--- src/rtl/indptr_pkg.sv ---
package indptr_pkg;
    typedef enum logic [2:0] {
        OP_PLAIN   = 3'd0,
        OP_POSTDEC = 3'd1,
        OP_POSTINC = 3'd2,
        OP_PREINC  = 3'd3,
        OP_OFFSET  = 3'd4
    } op_kind_e;

    localparam int unsigned NUM_KINDS = 5;
endpackage

--- src/rtl/indptr_decode.sv ---
module indptr_decode
    import indptr_pkg::*;
#(
    parameter int unsigned    AW         = 12,
    parameter int unsigned    NPTR       = 3,
    parameter int unsigned    STRIDE_LG2 = 3,
    parameter logic [AW-1:0]  VIRT_BASE  = 12'hFD0,
    localparam int unsigned   SELW       = (NPTR > 1) ? $clog2(NPTR) : 1
) (
    input  logic [AW-1:0]   addr,
    output logic            hit,
    output logic [SELW-1:0] sel,
    output op_kind_e        kind
);
    localparam logic [AW-1:0]         SPAN  = AW'(NPTR) << STRIDE_LG2;
    localparam logic [STRIDE_LG2-1:0] KLIM  = STRIDE_LG2'(NUM_KINDS);

    logic [AW-1:0]         off;
    logic [STRIDE_LG2-1:0] kidx;
    logic                  in_rng;

    always_comb begin
        off    = addr - VIRT_BASE;
        in_rng = (addr >= VIRT_BASE) && (off < SPAN);
        kidx   = off[STRIDE_LG2-1:0];
        hit    = in_rng && (kidx < KLIM);
        sel    = SELW'(off >> STRIDE_LG2);
        kind   = op_kind_e'(3'(kidx));
    end
endmodule

--- src/rtl/indptr_agen.sv ---
module indptr_agen
    import indptr_pkg::*;
#(
    parameter int unsigned AW = 12
) (
    input  op_kind_e       kind,
    input  logic [AW-1:0]  cur,
    input  logic [7:0]     wreg,
    output logic [AW-1:0]  ea,
    output logic [AW-1:0]  nxt,
    output logic           modifies
);
    logic [AW-1:0] sext;
    logic [AW-1:0] inc;
    logic [AW-1:0] dec;

    always_comb begin
        sext     = {{(AW-8){wreg[7]}}, wreg};
        inc      = cur + AW'(1);
        dec      = cur - AW'(1);
        ea       = cur;
        nxt      = cur;
        modifies = 1'b0;
        case (kind)
            OP_POSTDEC: begin nxt = dec; modifies = 1'b1; end
            OP_POSTINC: begin nxt = inc; modifies = 1'b1; end
            OP_PREINC:  begin ea = inc; nxt = inc; modifies = 1'b1; end
            OP_OFFSET:  ea = cur + sext;
            default:    ea = cur;
        endcase
    end
endmodule

--- src/rtl/indptr_file.sv ---
module indptr_file #(
    parameter int unsigned AW   = 12,
    parameter int unsigned NPTR = 3,
    localparam int unsigned SELW = (NPTR > 1) ? $clog2(NPTR) : 1,
    localparam int unsigned HIW  = AW - 8
) (
    input  logic                     clk,
    input  logic                     rst_n,
    input  logic                     wr_en,
    input  logic [SELW-1:0]          wr_sel,
    input  logic                     wr_hi,
    input  logic [7:0]               wr_data,
    input  logic                     upd_en,
    input  logic [SELW-1:0]          upd_sel,
    input  logic [AW-1:0]            upd_val,
    input  logic [SELW-1:0]          rd_sel,
    input  logic                     rd_hi,
    output logic [NPTR-1:0][AW-1:0]  ptrs,
    output logic [7:0]               rd_data
);
    typedef struct packed {
        logic [NPTR-1:0][AW-1:0] ptr;
    } file_st_t;

    file_st_t st_d, st_q;
    logic [AW-1:0] rd_ptr;

    always_comb begin
        st_d   = st_q;
        rd_ptr = '0;
        for (int i = 0; i < NPTR; i++) begin
            if (wr_en && (wr_sel == SELW'(i))) begin
                if (wr_hi) st_d.ptr[i][AW-1:8] = wr_data[HIW-1:0];
                else       st_d.ptr[i][7:0]    = wr_data;
            end else if (upd_en && (upd_sel == SELW'(i))) begin
                st_d.ptr[i] = upd_val;
            end
            if (rd_sel == SELW'(i)) rd_ptr = st_q.ptr[i];
        end
        rd_data = rd_hi ? 8'(rd_ptr[AW-1:8]) : rd_ptr[7:0];
    end

    always_ff @(posedge clk or negedge rst_n) begin
        if (!rst_n) st_q <= '0;
        else        st_q <= st_d;
    end

    assign ptrs = st_q.ptr;


    wr_wins_chk: assert property (@(posedge clk) disable iff (!rst_n)
        (wr_en && !wr_hi && (wr_sel < SELW'(NPTR)))
        |=> (st_q.ptr[$past(wr_sel)][7:0] == $past(wr_data)));


    rd_hi_zero_chk: assert property (@(posedge clk) disable iff (!rst_n)
        rd_hi |-> (rd_data[7:HIW] == '0));
endmodule

--- src/rtl/indptr_unit.sv ---
module indptr_unit
    import indptr_pkg::*;
#(
    parameter int unsigned   AW         = 12,
    parameter int unsigned   NPTR       = 3,
    parameter int unsigned   STRIDE_LG2 = 3,
    parameter logic [AW-1:0] VIRT_BASE  = 12'hFD0,
    localparam int unsigned  SELW       = (NPTR > 1) ? $clog2(NPTR) : 1,
    localparam int unsigned  BKW        = AW - 8
) (
    input  logic            clk,
    input  logic            rst_n,
    input  logic [7:0]      acc_addr,
    input  logic            acc_bank_sel,
    input  logic [BKW-1:0]  bank_reg,
    input  logic            acc_rd,
    input  logic            acc_wr,
    input  logic [7:0]      wreg,
    input  logic            ptr_we,
    input  logic [SELW-1:0] ptr_wsel,
    input  logic            ptr_whi,
    input  logic [7:0]      ptr_wdata,
    input  logic [SELW-1:0] ptr_rsel,
    input  logic            ptr_rhi,
    output logic [7:0]      ptr_rdata,
    output logic [AW-1:0]   eff_addr,
    output logic            ind_access,
    output logic            mem_re,
    output logic            mem_we
);
    logic                    acc_active;
    logic [AW-1:0]           direct_addr;
    logic                    d_hit, t_hit;
    logic [SELW-1:0]         d_sel, t_sel;
    op_kind_e                d_kind, t_kind;
    logic [NPTR-1:0][AW-1:0] ptrs;
    logic [AW-1:0]           cur_ptr;
    logic [AW-1:0]           ind_ea, ind_nxt;
    logic                    ind_mod;
    logic                    upd_en;

    always_comb begin
        acc_active = acc_rd | acc_wr;
        if (acc_bank_sel)     direct_addr = {bank_reg, acc_addr};
        else if (acc_addr[7]) direct_addr = {{BKW{1'b1}}, acc_addr};
        else                  direct_addr = {{BKW{1'b0}}, acc_addr};
        cur_ptr = '0;
        for (int i = 0; i < NPTR; i++)
            if (d_sel == SELW'(i)) cur_ptr = ptrs[i];
    end

    indptr_decode #(.AW(AW), .NPTR(NPTR), .STRIDE_LG2(STRIDE_LG2), .VIRT_BASE(VIRT_BASE))
        op_dec_i (.addr(direct_addr), .hit(d_hit), .sel(d_sel), .kind(d_kind));

    indptr_agen #(.AW(AW))
        agen_i (.kind(d_kind), .cur(cur_ptr), .wreg(wreg),
                .ea(ind_ea), .nxt(ind_nxt), .modifies(ind_mod));

    indptr_decode #(.AW(AW), .NPTR(NPTR), .STRIDE_LG2(STRIDE_LG2), .VIRT_BASE(VIRT_BASE))
        tgt_dec_i (.addr(ind_ea), .hit(t_hit), .sel(t_sel), .kind(t_kind));

    always_comb begin
        ind_access = acc_active && d_hit;
        eff_addr   = d_hit ? ind_ea : direct_addr;
        upd_en     = ind_access && ind_mod;
        mem_re     = acc_rd && !(d_hit && t_hit);
        mem_we     = acc_wr && !(d_hit && t_hit);
    end

    indptr_file #(.AW(AW), .NPTR(NPTR))
        file_i (.clk(clk), .rst_n(rst_n),
                .wr_en(ptr_we), .wr_sel(ptr_wsel), .wr_hi(ptr_whi), .wr_data(ptr_wdata),
                .upd_en(upd_en), .upd_sel(d_sel), .upd_val(ind_nxt),
                .rd_sel(ptr_rsel), .rd_hi(ptr_rhi), .ptrs(ptrs), .rd_data(ptr_rdata));


    plain_hold_chk: assert property (@(posedge clk) disable iff (!rst_n)
        (ind_access && d_kind == OP_PLAIN && !ptr_we)
        |=> (ptrs[$past(d_sel)] == $past(eff_addr)));


    postdec_step_chk: assert property (@(posedge clk) disable iff (!rst_n)
        (ind_access && d_kind == OP_POSTDEC && !ptr_we)
        |=> (ptrs[$past(d_sel)] == $past(eff_addr) - AW'(1)));


    postinc_step_chk: assert property (@(posedge clk) disable iff (!rst_n)
        (ind_access && d_kind == OP_POSTINC && !ptr_we)
        |=> (ptrs[$past(d_sel)] == $past(eff_addr) + AW'(1)));


    preinc_addr_chk: assert property (@(posedge clk) disable iff (!rst_n)
        (ind_access && d_kind == OP_PREINC && !ptr_we)
        |=> (ptrs[$past(d_sel)] == $past(eff_addr)));


    virt_target_chk: assert property (@(posedge clk) disable iff (!rst_n)
        (ind_access && t_hit) |-> (!mem_re && !mem_we));


    direct_strobe_chk: assert property (@(posedge clk) disable iff (!rst_n)
        (!d_hit) |-> (mem_re == acc_rd && mem_we == acc_wr && !ind_access));
endmodule

--- config.mk ---
export PLATFORM = sky130hd
export DESIGN_NAME = indptr_unit
export DESIGN_NICKNAME = d
export VERILOG_FILES = /design/src/rtl/indptr_pkg.sv /design/src/rtl/indptr_decode.sv /design/src/rtl/indptr_agen.sv /design/src/rtl/indptr_file.sv /design/src/rtl/indptr_unit.sv
export SDC_FILE = /design/constraint.sdc
export NUM_CORES = 1
export LEC_CHECK = 0
export BUFFER_PORTS_ARGS = -buffer_cell sky130_fd_sc_hd__buf_2
export CAP_MARGIN = 20
export CORE_UTILIZATION = 60
export DETAILED_ROUTE_END_ITERATION = 8
export GPL_ROUTABILITY_DRIVEN = 0
export HOLD_SLACK_MARGIN = 0.05
export PLACE_DENSITY = 0.85
export SLEW_MARGIN = 0
export SYNTH_ARGS = -nofsm -noshare
export SYNTH_HDL_FRONTEND = slang
export SYNTH_SLANG_ARGS = --single-unit
--- constraint.sdc ---
create_clock -name clk -period 11.1 [get_ports clk]
set_input_delay 1.11 -clock clk [delete_from_list [all_inputs] [get_ports clk]]
set_output_delay 1.11 -clock clk [all_outputs]
set_load 0.01 [all_outputs]
==> run metrics, run 1 <==
CTS tree done; setup TNS 0 ps; max-slew violation count 0; critical path's slowest cell nor2_2; Syn Nets 534; worst path cell trace buf_2, nor2_2, a22o_1, ha_1, inv_1, fa_1, o21ai_0, xnor2_1, o32ai_1, a21oi_1, ha_1, or4b_1, or4_1, o41a_1, buf_2; run status finished, final reports clean; global-route wire length before repair 17,600 um; max-capacitance violation count 0; Initial Util 63.0%; Clk pwr share 16.8%; crit start category input port; ys async rst share 100%; H-Tree Level Count 2; Clk Latency, worst-skew pair 290 ps; post-layout min period 6830 ps; Max-Slew Margin vs Limit 26.4%; worst reg2reg setup slack 8030 ps; WP data required 9990 ps; Worst-path clk slew 70 ps; Top Family by Delay on Critical Path simple AND/OR/NAND/NOR gates; row count 28; largest net degree at the start of global routing 37; Final Hold Fails 0; NetSw 230 uW; RSZ-0062 raised after global routing false; CP max stage delay 530 ps; vias 4,006; Max Clock Skew 10.7 ps; initial antenna violation count 0; IO buf count 62; Die X-Extent 81.5 um; yosys warns 0; worst vdd rail ir drop 0.0808 mV; Layout fillers 520; # DRC 0; Routed Antenna Nets 0; Reg power frac 34.6%; CP max FO 19; Avg Cell Area, Syn 7.99 um^2; Overall Global Routing Usage 34.4%; layout cells sized above 1 20.7%; Remaining Overflow, GRT 0; CTS resizes 0; Worst setup EP type primary output; n_diodes 0; switch share 42.3%; placed wire-length estimate 8310 um; most frequent cells in the layout a21oi_1, buf_2, nor2_1; Largest register FFs 36; register area share after synthesis 23.7%; clk buf depth 2; flops & latches, synth 36; synthesized cell area 0.00380 mm^2; Pleak 1.83 nW; Logic pwr share 48.6%; number of synthesized flops with an enable pin 0; iteration-0 DRC count of the detailed router 405; Post-layout nets 580; Mapped Cells 475; clock sink count 36; die area 0.00665 mm^2; vias in the first global route 3,631; WL per Instance 18.6 um; Synth cell types 68; DR pass1 iterations 5; worst min-delay path class register to register; Tcrit/Tclk final 61.5%; WP buf/inv 3; die height 81.5 um; top_reg_cell synth dfrtp_1; P_int 314 uW; Power, Total 544 uW; critical setup path kind input port to primary output; area grow syn2layout 9.99%; io pins 63; Via density 6.72; Core ar. 0.00603 mm^2; slew of the pin with the lowest slew margin 1100 ps; clock root buffer clkbuf_8; Setup Viol. Count Final 0; Fmax 146 MHz; routed wire length 11,100 um; CP arrival 5720 ps; hold buffer count at CTS 0; Post-CTS Setup Bufs 0; power density over cell area 130 mW/mm^2; CTS buffer count 5
-- cells in the mapped netlist, types with 12 or more instances --
cell type / number / area share (%)
xnor2_1: 16 / 3.7
nand2_1: 35 / 3.5
mux2_2: 13 / 3.9
mux2i_1: 15 / 4.0
dfrtp_1: 36 / 24
inv_1: 25 / 2.5
nand3_1: 13 / 1.7
ha_1: 18 / 5.9
o22ai_1: 14 / 2.3
a21oi_1: 62 / 8.2
o21ai_0: 12 / 1.6
nor2_1: 55 / 5.4
-- stage by stage --
stage                     hold WS [ps]  utilization [%]  area [um^2]  instances  setup slack, ps
after global placement             507             67.8         4090        588             4460
after detailed placement           527             67.8         4090        588             4320
final                              551             69.3         4180        596             4270
after floorplan                    483                -         3800        475             5280
after global routing               591             69.3         4180        596             4010
after CTS                          547             69.1         4160        595             4310
-- worst paths after layout --
| kind | start | endpoint | cells after the start |
|---|---|---|---|
| worst max-delay path | acc_addr[3] | mem_re | 15 |
| worst min-delay path | file_i.ptrs[13] | file_i.ptrs[13] | 2 |
| worst max register to register | file_i.ptrs[16] | file_i.ptrs[22] | 9 |
| worst min register to register | file_i.ptrs[13] | file_i.ptrs[13] | 2 |
| max in group asynchronous | rst_n | file_i.ptrs[23] | 1 |
| min in group asynchronous | rst_n | file_i.ptrs[14] | 1 |
-- cell families after synthesis --
group                    after synthesis  synth area share (%)
AO/OA/AOI/OAI                        159                  29.4
AND/OR/NAND/NOR                      151                  18.9
buffers and inverters                 52                  6.00
multiplexers                          36                  10.5
flip-flops                            36                  23.7
XOR/XNOR                              22                  5.08
adder cells (fa/ha/maj)               19                  6.46
-- metal layers --
layer  wire, um  vias to the layer above  track usage, %
li1           -                     1858               -
met1       4640                     1877            45.4
met2       5160                      237            56.3
met3        914                       34            3.89
met4        383                        0            15.5
met5          0                        -               0
-- worst register-to-register path: stages (launching register included) --
cell,delay (ps)
dfrtp_1,400
mux2_1,300
a22oi_1,350
inv_1,200
nor4_1,600
nand3_1,230
nor3_1,280
a2bb2oi_1,120
xnor2_1,320
a21oi_1,120
-- power by group through the flow --
stage	clock network, mW	logic [mW]	registers, mW
after detailed placement	0	0.258	0.189
final	0.0914	0.265	0.188
after global placement	0	0.250	0.187
after global routing	0.0958	0.292	0.191
after CTS	0.0912	0.259	0.187
after floorplan	0	0.198	0.179
-- layout make-up --
type,instances,area (um^2),share of cell area (%)
clock inverters,1,5.00,0.120
flip-flops and latches,36,901,21.6
inverters,27,101,2.43
well taps,75,93.8,2.25
multi-input cells,387,2670,64.0
repair buffers,64,329,7.88
clock buffers,6,72.6,1.74
Power figures use the tool's default switching activity.
==> run 2, diff against run 1 <==
ABC_AREA = 1   (was default)
CORE_UTILIZATION = 53   (was 60)
PLACE_DENSITY = 0.79   (was 0.85)
clock period = 5.9 ns   (was 11.1 ns; I/O delays follow)
==> run 2 against run 1 <==
Routed wire length increased by 28%. Count of clock-buffer cells in the layout decreased by 1. Clock power increased by 150%. Synthesized area increased by 13%. Synthesized cell count increased by 50%. Hold slack got worse by 170 ps. Core utilization decreased by 8.3 points. Register-to-register slack got worse by 4400 ps. Critical path depth increased by 6. Worst setup slack got worse by 3100 ps. Critical endpoint is now mem_we.
==> run metrics, run 2 <==
Remaining Overflow, GRT 0; max-capacitance violation count 0; setup TNS 0 ps; dominant cells by area after synthesis dfrtp_1, nand2_1, nand3_1; die height 91.8 um; die area 0.00843 mm^2; n_diodes 0; run status finished, final reports clean; layout cells sized above 1 16.1%; Top cell by count, worst path a21oi_1; flops & latches, synth 36; DR pass1 iterations 6; hold buffer count at CTS 0; # DRC 0; RSZ-0062 raised after global routing false; Initial Util 55.0%; CTS buffer count 5; max-slew violation count 0; Pleak 2.47 nW; Layout fillers 778; clk buf depth 2; Largest register FFs 36; CP arrival 4150 ps; synthesized cell area 0.00427 mm^2; WL per Instance 16.3 um; clock root buffer clkbuf_8; Max Clock Skew 8.77 ps; iteration-0 DRC count of the detailed router 592; largest net degree at the start of global routing 37; WP buf/inv 4; Worst-path clk slew 80 ps; worst min-delay path class input port to async pin; initial antenna violation count 0; IO buf count 62; routed wire length 14,200 um; hold slack 378 ps; area grow syn2layout 10.8%; Max-Slew Margin vs Limit 44.9%; Synth cell types 41; H-Tree Level Count 2; Final Hold Fails 0; Routed Antenna Nets 0; crit start category input port; Syn Nets 772; Clk Latency, worst-skew pair 300 ps; Post-CTS Setup Bufs 0; top_reg_cell synth dfrtp_1; critical path's slowest cell nor2_2; Mapped Cells 713; CTS resizes 0; yosys warns 0; Avg Cell Area, Syn 5.99 um^2; Die X-Extent 91.8 um; power density over cell area 239 mW/mm^2; critical setup path kind input port to primary output; Synth area leader dfrtp_1; Worst setup EP type primary output; Overall Global Routing Usage 33.0%; clock sink count 36; CTS tree done; worst path cell trace buf_2, nor2_2, nand2_1, nand2_4, inv_1, ha_1, a21oi_1, nand2_1, o21ai_0, a21oi_1, a21oi_1, nand2_1, inv_2, ha_1, nor3_1, nand2_1, a21oi_1, nand3_1, nor2_1, a21oi_1, buf_2; most common cell after layout, fill and taps aside nand2_1; Fmax 211 MHz; CP max stage delay 450 ps; vias 5,184; post-layout min period 4740 ps; worst vdd rail ir drop 0.242 mV; row count 32; io pins 63; vias in the first global route 4,579; CP max FO 17; top cells by count, synth nand2_1, inv_1, nor2_1, nand3_1, a21oi_1; top-area cell type share of the netlist area 21.1%; placed wire-length estimate 11,300 um; Setup Viol. Count Final 0; ys async rst share 100%; most frequent cell after synthesis nand2_1; Top Family by Delay on Critical Path simple AND/OR/NAND/NOR gates; Core ar. 0.00777 mm^2; Tcrit/Tclk final 80.4%; Post-layout nets 827; register area share after synthesis 21.1%; global-route wire length before repair 22,100 um; slew of the pin with the lowest slew margin 826 ps; number of synthesized flops with an enable pin 0; most frequent cells in the layout nand2_1, inv_1, nor2_1; WP data required 5310 ps; Via density 5.95
-- run 2: cell count changes in the layout (fill, tap and decap cells not counted), sizes merged, moves of 9 or more --
cell   change
inv       +71
mux2      -21
mux2i     -15
nand2    +162
nand3     +72
nor2      +36
o21ai     +47
o221a      -9
o22ai     -11
xnor2     -15
-- run 2: power breakdown --
part           total (mW)  internal [mW]  switching [mW]
clock               0.224          0.125          0.0986
sequential          0.358          0.305          0.0532
combinational       0.552          0.182           0.370
-- run 2: cell type report --
class | instances | area [um^2] | area share, %
inverter | 99 | 372 | 7.85
clock buffer | 5 | 68.8 | 1.45
clock inverter | 3 | 42.5 | 0.898
multi-input combinational | 563 | 2910 | 61.4
timing repair buffer | 63 | 318 | 6.71
sequential | 36 | 901 | 19.0
tap | 102 | 128 | 2.69
-- run 2: per-stage QoR --
stage	setup WS (ps)	cells	cell area, um^2	util [%]	power (mW)
5_1_grt	935	871	4740	61.0	1.20
3_5_place_dp	1310	863	4620	59.5	0.891
2_1_floorplan	2080	713	4270	-	0.735
4_1_cts	1300	871	4740	61.0	1.11
3_3_place_gp	1610	863	4620	59.5	0.875
6_report	1160	871	4740	61.0	1.13
-- run 2: cell families (layout without fill, tap and decap cells) --
family,after synthesis,in the layout,synth area share [%]
xor gates and xnor gates,2,2,0.410
AOI/OAI and AO/OA,150,150,20.2
adders and majority gates,19,19,5.74
DFF,36,36,21.1
and+or+nand+nor,392,392,41.6
buffers and inverters,114,170,10.9
-- run 2: worst paths after layout --
| path | slack [ps] | endpoint | start | depth (start not counted) |
|---|---|---|---|---|
| max | 1160 | mem_we | acc_addr[4] | 21 |
| min | 380 | file_i.ptrs[5] | rst_n | 1 |
| min reg2reg | 510 | file_i.ptrs[27] | file_i.ptrs[27] | 2 |
| max in group asynchronous | 4990 | file_i.ptrs[11] | rst_n | 1 |
| min in group clk | 510 | file_i.ptrs[27] | file_i.ptrs[27] | 2 |
| max reg2reg | 3680 | file_i.ptrs[34] | file_i.ptrs[25] | 14 |
-- run 2: routing by layer --
| metal | share of wire (%) | global-route usage, % |
|---|---|---|
| met1 | 41 | 46.6 |
| met2 | 44 | 51.6 |
| met4 | 2.2 | 7.81 |
| met5 | 0 | 0 |
| met3 | 12 | 6.97 |
